`src/rtl/dac_wr_pkg.sv`:
```
package dac_wr_pkg;
  localparam int unsigned MODE_W  = 2;
  localparam int unsigned CODE_W  = 12;
  localparam int unsigned PAD_W   = 2;
  localparam int unsigned FRAME_W = PAD_W + MODE_W + CODE_W;

  typedef enum logic [2:0] {
    ST_IDLE,
    ST_LEAD,
    ST_SETUP,
    ST_HI,
    ST_LO,
    ST_BGAP,
    ST_HOLD,
    ST_TRAIL
  } wr_state_e;

  function automatic logic [FRAME_W-1:0] pack_word(input logic [MODE_W-1:0] m,
                                                   input logic [CODE_W-1:0] c);
    return {{PAD_W{1'b0}}, m, c};
  endfunction

  function automatic int unsigned max3(input int unsigned a, input int unsigned b,
                                       input int unsigned c);
    int unsigned r;
    r = (a > b) ? a : b;
    return (r > c) ? r : c;
  endfunction
endpackage

```
`src/rtl/dac_phase_timer.sv`:
```
module dac_phase_timer #(
  parameter int unsigned CNT_W = 3
) (
  input  logic             clk_i,
  input  logic             rst_ni,
  input  logic             load_i,
  input  logic [CNT_W-1:0] load_val_i,
  output logic             zero_o
);
  logic [CNT_W-1:0] cnt_q;

  always_ff @(posedge clk_i or negedge rst_ni) begin
    if (!rst_ni)            cnt_q <= '0;
    else if (load_i)        cnt_q <= load_val_i;
    else if (cnt_q != '0)   cnt_q <= cnt_q - 1'b1;
  end

  assign zero_o = (cnt_q == '0);

  p_tmr_step_r4: assert property (@(posedge clk_i) disable iff (!rst_ni)
    (!load_i && !zero_o) |=> (cnt_q == CNT_W'($past(cnt_q) - 1'b1)));
endmodule

```
`src/rtl/dac_word_shifter.sv`:
```
module dac_word_shifter #(
  parameter int unsigned W   = 16,
  parameter int unsigned SCW = 5
) (
  input  logic           clk_i,
  input  logic           rst_ni,
  input  logic           load_i,
  input  logic [W-1:0]   word_i,
  input  logic           shift_i,
  output logic           msb_o,
  output logic [SCW-1:0] sent_o
);
  logic [W-1:0]   word_q;
  logic [SCW-1:0] sent_q;

  always_ff @(posedge clk_i or negedge rst_ni) begin
    if (!rst_ni) begin
      word_q <= '0;
      sent_q <= '0;
    end else if (load_i) begin
      word_q <= word_i;
      sent_q <= '0;
    end else if (shift_i) begin
      word_q <= {word_q[W-2:0], 1'b0};
      sent_q <= sent_q + 1'b1;
    end
  end

  assign msb_o  = word_q[W-1];
  assign sent_o = sent_q;

  p_sent_cap_r2: assert property (@(posedge clk_i) disable iff (!rst_ni)
    sent_q <= SCW'(W));
  p_no_overshift_r2: assert property (@(posedge clk_i) disable iff (!rst_ni)
    shift_i |-> (sent_q < SCW'(W)));
endmodule

```
`src/rtl/dac_wr_fsm.sv`:
```
module dac_wr_fsm
  import dac_wr_pkg::*;
#(
  parameter int unsigned HALF  = 4,
  parameter int unsigned GAP   = 5,
  parameter int unsigned HOLD  = 3,
  parameter int unsigned W     = 16,
  parameter int unsigned CNT_W = 3,
  parameter int unsigned SCW   = 5
) (
  input  logic             clk_i,
  input  logic             rst_ni,
  input  logic             start_i,
  input  logic             byte_mode_i,
  input  logic             tmr_zero_i,
  input  logic             msb_i,
  input  logic [SCW-1:0]   sent_i,
  output logic             tmr_load_o,
  output logic [CNT_W-1:0] tmr_val_o,
  output logic             sh_load_o,
  output logic             sh_shift_o,
  output logic             fs_no,
  output logic             sclk_o,
  output logic             sdo_o,
  output logic             done_o
);
  localparam logic [CNT_W-1:0] T_HALF = CNT_W'(HALF - 1);
  localparam logic [CNT_W-1:0] T_GAP  = CNT_W'(GAP - 1);
  localparam logic [CNT_W-1:0] T_HOLD = CNT_W'(HOLD - 1);
  localparam logic [SCW-1:0]   N_ALL  = SCW'(W);
  localparam logic [SCW-1:0]   N_HALF = SCW'(W / 2);

  wr_state_e state_q, state_d;
  logic      bm_q, sdo_q, done_q;

  always_comb begin
    state_d    = state_q;
    tmr_load_o = 1'b0;
    tmr_val_o  = '0;
    sh_load_o  = 1'b0;
    sh_shift_o = 1'b0;
    unique case (state_q)
      ST_IDLE: if (start_i) begin
        state_d = ST_LEAD; tmr_load_o = 1'b1; tmr_val_o = T_GAP; sh_load_o = 1'b1;
      end
      ST_LEAD: if (tmr_zero_i) begin
        state_d = ST_SETUP; tmr_load_o = 1'b1; tmr_val_o = T_HALF;
      end
      ST_SETUP: if (tmr_zero_i) begin
        state_d = ST_HI; tmr_load_o = 1'b1; tmr_val_o = T_HALF; sh_shift_o = 1'b1;
      end
      ST_HI: if (tmr_zero_i) begin
        state_d = ST_LO; tmr_load_o = 1'b1; tmr_val_o = T_HALF;
      end
      ST_LO: if (tmr_zero_i) begin
        tmr_load_o = 1'b1;
        if (sent_i == N_ALL) begin
          state_d = ST_HOLD; tmr_val_o = T_HOLD;
        end else if (bm_q && sent_i == N_HALF) begin
          state_d = ST_BGAP; tmr_val_o = T_GAP;
        end else begin
          state_d = ST_HI; tmr_val_o = T_HALF; sh_shift_o = 1'b1;
        end
      end
      ST_BGAP: if (tmr_zero_i) begin
        state_d = ST_HI; tmr_load_o = 1'b1; tmr_val_o = T_HALF; sh_shift_o = 1'b1;
      end
      ST_HOLD: if (tmr_zero_i) begin
        state_d = ST_TRAIL; tmr_load_o = 1'b1; tmr_val_o = T_GAP;
      end
      ST_TRAIL: if (tmr_zero_i) state_d = ST_IDLE;
      default: state_d = ST_IDLE;
    endcase
  end

  always_ff @(posedge clk_i or negedge rst_ni) begin
    if (!rst_ni) begin
      state_q <= ST_IDLE;
      bm_q    <= 1'b0;
      sdo_q   <= 1'b0;
      done_q  <= 1'b0;
    end else begin
      state_q <= state_d;
      done_q  <= (state_q == ST_TRAIL) && tmr_zero_i;
      if (state_q == ST_IDLE && start_i) bm_q <= byte_mode_i;
      if (sh_shift_o)                    sdo_q <= msb_i;
      else if (state_d == ST_TRAIL)      sdo_q <= 1'b0;
    end
  end

  assign fs_no  = (state_q == ST_LEAD) || (state_q == ST_TRAIL);
  assign sclk_o = (state_q == ST_HI);
  assign sdo_o  = sdo_q;
  assign done_o = done_q;

  p_idle_lines_r1: assert property (@(posedge clk_i) disable iff (!rst_ni)
    (state_q == ST_IDLE) |-> (!sdo_o && !sclk_o));
  p_sdo_hi_stable_r3: assert property (@(posedge clk_i) disable iff (!rst_ni)
    (sclk_o && $past(sclk_o)) |-> $stable(sdo_o));
  p_fs_quiet_r5: assert property (@(posedge clk_i) disable iff (!rst_ni)
    fs_no |-> !sclk_o);
  p_hold_last_r6: assert property (@(posedge clk_i) disable iff (!rst_ni)
    (state_q == ST_HOLD) |-> (sent_i == N_ALL));
  p_bgap_mid_r7: assert property (@(posedge clk_i) disable iff (!rst_ni)
    (state_q == ST_BGAP) |-> (bm_q && sent_i == N_HALF));
  p_busy_ignore_r8: assert property (@(posedge clk_i) disable iff (!rst_ni)
    (state_q != ST_IDLE && start_i) |-> !sh_load_o);
  p_done_pulse_r9: assert property (@(posedge clk_i) disable iff (!rst_ni)
    done_o |=> !done_o);
endmodule

```
`src/rtl/dac_wr_master.sv`:
```
module dac_wr_master
  import dac_wr_pkg::*;
#(
  parameter int unsigned CLK_DIV  = 8,
  parameter int unsigned GAP_CYC  = 5,
  parameter int unsigned HOLD_CYC = 3
) (
  input  logic              clk_i,
  input  logic              rst_ni,
  input  logic              start_i,
  input  logic              byte_mode_i,
  input  logic [MODE_W-1:0] mode_i,
  input  logic [CODE_W-1:0] code_i,
  output logic              fs_no,
  output logic              sclk_o,
  output logic              sdo_o,
  output logic              done_o
);
  localparam int unsigned HALF  = CLK_DIV / 2;
  localparam int unsigned MAXV  = max3(HALF, GAP_CYC, HOLD_CYC);
  localparam int unsigned CNT_W = $clog2(MAXV + 1);
  localparam int unsigned SCW   = $clog2(FRAME_W + 1);

  logic               tmr_load, tmr_zero, sh_load, sh_shift, sh_msb;
  logic [CNT_W-1:0]   tmr_val;
  logic [SCW-1:0]     sh_sent;
  logic [FRAME_W-1:0] word;

  assign word = pack_word(mode_i, code_i);

  dac_phase_timer #(.CNT_W(CNT_W)) u_timer (
    .clk_i, .rst_ni, .load_i(tmr_load), .load_val_i(tmr_val), .zero_o(tmr_zero)
  );

  dac_word_shifter #(.W(FRAME_W), .SCW(SCW)) u_shift (
    .clk_i, .rst_ni, .load_i(sh_load), .word_i(word), .shift_i(sh_shift),
    .msb_o(sh_msb), .sent_o(sh_sent)
  );

  dac_wr_fsm #(
    .HALF(HALF), .GAP(GAP_CYC), .HOLD(HOLD_CYC), .W(FRAME_W), .CNT_W(CNT_W), .SCW(SCW)
  ) u_fsm (
    .clk_i, .rst_ni, .start_i, .byte_mode_i,
    .tmr_zero_i(tmr_zero), .msb_i(sh_msb), .sent_i(sh_sent),
    .tmr_load_o(tmr_load), .tmr_val_o(tmr_val),
    .sh_load_o(sh_load), .sh_shift_o(sh_shift),
    .fs_no, .sclk_o, .sdo_o, .done_o
  );

  p_idle_fs_r1: assert property (@(posedge clk_i) disable iff (!rst_ni)
    done_o |-> (!fs_no && !sclk_o && !sdo_o));
endmodule

```
`config.mk`:
```
export PLATFORM = sky130hd
export DESIGN_NAME = dac_wr_master
export DESIGN_NICKNAME = d
export VERILOG_FILES = /design/src/rtl/dac_wr_pkg.sv /design/src/rtl/dac_phase_timer.sv /design/src/rtl/dac_word_shifter.sv /design/src/rtl/dac_wr_fsm.sv /design/src/rtl/dac_wr_master.sv
export SDC_FILE = /design/constraint.sdc
export NUM_CORES = 1
export LEC_CHECK = 0
export BUFFER_PORTS_ARGS = -buffer_cell sky130_fd_sc_hd__buf_2
export CORE_MARGIN = 4
export CORE_UTILIZATION = 30
export DETAILED_ROUTE_END_ITERATION = 16
export GPL_ROUTABILITY_DRIVEN = 0
export PLACE_DENSITY = 0.43
export SLEW_MARGIN = 40
export SYNTH_ARGS = -nofsm -noshare
export SYNTH_HDL_FRONTEND = slang
export SYNTH_HIERARCHICAL = 1
export SYNTH_SLANG_ARGS = --single-unit
```
`constraint.sdc`:
```
create_clock -name clk_i -period 3.6 [get_ports clk_i]
set_input_delay 0.54 -clock clk_i [delete_from_list [all_inputs] [get_ports clk_i]]
set_output_delay 0.54 -clock clk_i [all_outputs]
set_load 0.005 [all_outputs]
```
# After elaboration in Yosys (flattened, before gate mapping)
# Cells that the tools add are included.
# totals
wordCells,65
inputBits,18
out_inout_bits,4
register_bits,30
# classes
mux,33
n_eq_ne,10
n_reduce_logical,13
n_addsub,2
# op_table
operator,count
$mux W3,16
$mux W16,2
$pmux W3 S7,1
$eq A3 B3 Y1 const B,5
$pmux W3 S4,1
$mux W5,2
$mux W1,8
$eq A3 B2 Y1 const B,2
$logic_not A3 Y1,2
$reduce_bool A2 Y1,3
$reduce_or A6 Y1,1
$add A5 B1 Y5 const B,1
$eq A5 B4 Y1 const B,1
$eq A5 B5 Y1 const B,1
$pmux W1 S2,2
$reduce_or A4 Y1,1
$eq A3 B1 Y1 const B,1
$logic_and A1 B1 Y1,3
$reduce_bool A3 Y1,1
$sub A3 B1 Y3 const B,1
$mux W2,1
$reduce_or A2 Y1,1
$logic_or A1 B1 Y1,1

# Logic depth before layout (Yosys ltp)
# depth
word_depth,9
depth_mapped,11

# Hierarchy
# The synthesis kept the hierarchy.
# modules_own_cells
mod,area_per_inst_um2,n_inst,cells_per_inst,seq_area_each_um2
dac_word_shifter,985.9,1,91,525.5
dac_wr_fsm,518.0,1,67,150.1
dac_phase_timer,200.2,1,21,75.1
dac_wr_master,3.8,1,1,0.0

# Worst setup path before layout
# No wires, ideal clock.
# synth_path
path_type,register to register
startpoint,register u_timer.cnt_q[0]
endpoint,"register u_shift.sent_q[3], in the netlist u_shift/sent_o[3]"
slack_ns,1.551
period_less_slack_ns,2.049
n_path_buf,1
t_required_ns,3.473
setup_ns,0.127
t_arrival_ns,1.922
path_stages_with_launch,11
cell_sequence,dfrtp_1 inv_1 ha_1 nand2b_1 inv_1 buf_4 nand3b_1 nor3b_2 or3_1 nand4_1 mux2_1
# synth_via
elab_chain_len,4
elab_cells_between_ends,5
classes_between,mux (3); reduce/logical (2)
# synth_rtl
item,line_no,source
from (decl),dac_phase_timer.sv:10,logic [CNT_W-1:0] cnt_q;
from (signal assigned),dac_phase_timer.sv:14,else if (load_i) cnt_q <= load_val_i;
from (signal assigned),dac_phase_timer.sv:15,else if (cnt_q != '0) cnt_q <= cnt_q - 1'b1;
$logic_not A3 Y1 (*),dac_phase_timer.sv:18,assign zero_o = (cnt_q == '0);
via tmr_zero,dac_wr_master.sv:24,"logic tmr_load, tmr_zero, sh_load, sh_shift, sh_msb;"
"$mux W1, on equally long branches","dac_wr_fsm.sv:49, dac_wr_fsm.sv:65, dac_wr_fsm.sv:55",
$pmux W1 S2 (*),dac_wr_fsm.sv:42,unique case (state_q)
via sh_shift,dac_wr_master.sv:24,
$reduce_bool A2 Y1 (no source line) (*),--,
to (signal assigned),dac_word_shifter.sv:25,sent_q <= sent_q + 1'b1;
to (decl),dac_word_shifter.sv:14,logic [SCW-1:0] sent_q;
# The timed path passes the listed nets; every way through them passes the cells marked *.
# A chain may end at the register's enable or synchronous reset.

# Worst setup path after layout
# layout_path
startpoint,register u_timer.cnt_q[0]
endpoint,"register u_shift.sent_q[4], in the netlist u_shift/sent_o[4]"
# The elaborated chain is that of the path after synthesis.

==> results.yml <==
status:
  outcome: "finished, final reports clean"
floorplan:
  fp.dieArea_um2: 6960
  start_util_pct: 31.0
  die_y_um: 83.5
  core.rowCount: 27
  area_of_the_core_um2: 5510
  chipWidth_um: 83.5
  io_pins: 22
critical_path:
  worstSetupStartpointType: "flip-flop"
  critical-path-slowest-cell: "dfrtp_1"
  crit_family: "buffers and inverters"
  worst-path-buf-inv: 3
  timing.critical_path.to_type: "flip-flop"
  worst-r2r-setup-slack_ps: 1140
  cp_data_arrival_time_ps: 2610
  cpMostUsedCell: "inv_1"
  critical_path_peak_fanout: 22
  criticalPathCategory: "reg2reg"
  path_cells: "inv_1 -> ha_1 -> nand2b_1 -> inv_1 -> nand2_1 -> o22ai_1 -> or3_1 -> buf_4 -> nand4_1 -> mux2_1"
  worst-endpoint-required_ps: 3760
  critical-path-max-stage-delay_ps: 390
sta:
  final_total_negative_setup_slack_ps: 0
  worst_slew_margin_rel_pct: 55.6
  worst_clock_skew_ps: 9.94
  timing_worst_slew_pin_value_ps: 666
  final_min_period_over_clock_period_pct: 68.3
  setup_violations: 0
  final_hold_viol_count: 0
  hold-worst-slack_ps: 290
  report.final.slew_viol_count: 0
  rsz_0062_raised_after_global_routing: "false"
  max_freq_ghz: 0.407
  layout_min_cycle_time_ps: 2460
synthesis:
  synth-xor-area-share_pct: 1.03
  synth_async_reset_ratio_pct: 100
  synth_top_family_by_area: "simple AND/OR/NAND/NOR gates"
  post_synth_mux_area_share_pct: 11.4
  post_synth_instance_area_um2: 1710
  ys_warns: 6
  yosys_register_bits: 30
  synth_simple_gate_area_share_pct: 21.6
  ys.flop_type: "dfrtp_1"
  synth_compound_gate_area_share_pct: 13.7
  synthCells: 180
  yosysSeqAreaShare_pct: 44.0
  synth_enable_flop_cells: 0
  post_synth_fa_ha_maj_area_fraction_pct: 2.20
  synthDistinctLibCells: 41
  average_footprint_of_a_synthesized_cell_um2: 9.49
detailed_routing:
  drtAntennaViolNets: 0
  vias: 1322
  drc_errors: 0
  drt_first_pass_iters: 4
  wire_length_per_cell_um: 12.6
  routed_via_density: 4.79
  wirelength_um: 3480
  drt_first_iter_violations: 41
place:
  port_buffers: 21
  detailed_place_hpwl_um: 2480
clock_network:
  worst_skew_pair.late_latency_ps: 280
  ctsHoldBuffers: 0
  cts.reportedPaths.clkPinSlew_ps: 70
  tritoncts: "done"
  num_clock_sinks: 30
  htree_levels: 2
  num_cts_buffers: 5
  cts-resized-gates: 0
  cts_setup_buffers: 0
  cts_max_path_buffers: 2
  clock-root-buffer: "clkbuf_8"
pwr:
  power.leakage_nw: 0.832
  power_density_nw_per_um2: 820
  vdd_ir_drop_max_uv: 288
flow_run:
  timing.max_cap.violations: 0
cells_and_area:
  drive_gt1_share_pct: 19.6
  insertedDiodeCount: 0
  area.growth.synth_to_final_pct: 15.0
  fillers: 575
  finalNetCount: 224
grt:
  grt_max_degree: 31
  groute.usage.overall_pct: 11.0
  grt_antenna_before_repair: 0
  global_route.overflow_total: 0
  grt_pass1_vias: 1335
  grt_first_pass_wirelength_um: 6380
worst_hold_path:
  worst_min_delay_path_class: "in2async"
## power breakdown
part | internal [W] | switching, W | leakage [nW]
clock network | 0.000153 | 0.000127 | 0.0472
logic | 0.000328 | 0.000348 | 0.414
registers | 0.000498 | 0.000155 | 0.371
## per-stage QoR
stage	instances	utilization [%]	area (um2)	total power, W	worst slack (ps)
global placement	266	33.7	1850	0.00131	1250
CTS	275	35.6	1960	0.00163	1120
detailed placement	267	33.9	1860	0.00133	1130
global route	276	35.7	1960	0.00177	836
floorplan	181	-	1710	0.00118	1550
finish	276	35.7	1960	0.00161	1140
## cells by family after synthesis
group           after synthesis
buf+inv                      17
simple gates                 69
fa+ha+maj                     3
flops                        30
other cells                   1
compound gates               39
xor+xnor                      2
mux                          19
## area by class of cell
| cell class | count | area (um2) | share of cell area (%) |
|---|---|---|---|
| Multi-Input combinational cell | 134 | 866 | 44.1 |
| Sequential cell | 30 | 751 | 38.2 |
| Timing Repair Buffer | 25 | 136 | 6.94 |
| Tap cell | 72 | 90.1 | 4.59 |
| Clock buffer | 6 | 82.6 | 4.20 |
| Inverter | 7 | 26.3 | 1.34 |
| Clock inverter | 2 | 12.5 | 0.637 |
## metal layers
layer / track usage, % / part of all wire (%) / up-vias
li1: - / - / 666
met4: 3.51 / 1.2 / 0
met2: 17.7 / 47 / 25
met3: 3.46 / 4.7 / 4
met5: 0 / 0 / -
met1: 14.2 / 47 / 627
## path summary, 6_finish.rpt
check                                      start                 to  depth (start not counted)
worst max-delay path            u_timer/cnt_q[0]  u_shift/sent_o[4]                         10
worst min-delay path                      rst_ni  u_shift/word_q[6]                          1
worst max register to register  u_timer/cnt_q[0]  u_shift/sent_o[4]                         10
worst min register to register        u_fsm/bm_q         u_fsm/bm_q                          1
max in group asynchronous                 rst_ni   u_timer/cnt_q[0]                          1
min in group clk_i                     code_i[3]  u_shift/word_q[3]                          3
## state kept, by name (all words and copies together), names as in the netlist
| register | count |
|---|---|
| u_fsm/state_q | 3 |
| u_shift/word_q | 16 |
| u_timer/cnt_q | 3 |
| u_fsm/sdo_o | 1 |
| u_shift/sent_o | 5 |
| u_fsm/done_o | 1 |
| u_fsm/bm_q | 1 |
## cell usage in the layout, fill, tap and decap left out, types with 2 or more instances in the layout
cell and count:
nand2_1 26, ha_1 3, a221oi_1 2, nand3b_1 3, dfrtp_1 30, o221ai_1 2
nand4_1 2, nor2_1 11, nor2b_1 5, a21oi_1 5, buf_4 2, o21ai_0 6
inv_1 7, nor4b_1 3, nand2b_1 9, o21ai_1 16, mux2_1 2, mux2i_1 16
xnor2_1 2, conb_1 2, buf_2 21, clkbuf_8 6
## synth_stat cells (all sizes together), types with 3 or more instances
master / n / area share (%)
nor2b: 5 / 1.8
nand2b: 9 / 3.3
buf: 10 / 4.4
nor2: 11 / 2.4
inv: 7 / 1.5
mux2: 3 / 2.0
a21oi: 6 / 2.0
ha: 3 / 2.2
nand3b: 3 / 1.3
mux2i: 16 / 9.4
o21ai: 22 / 6.4
nand2: 26 / 5.7
dfrtp: 30 / 44
nor4b: 3 / 1.5
No activity file was read; power rests on OpenSTA's default activity.
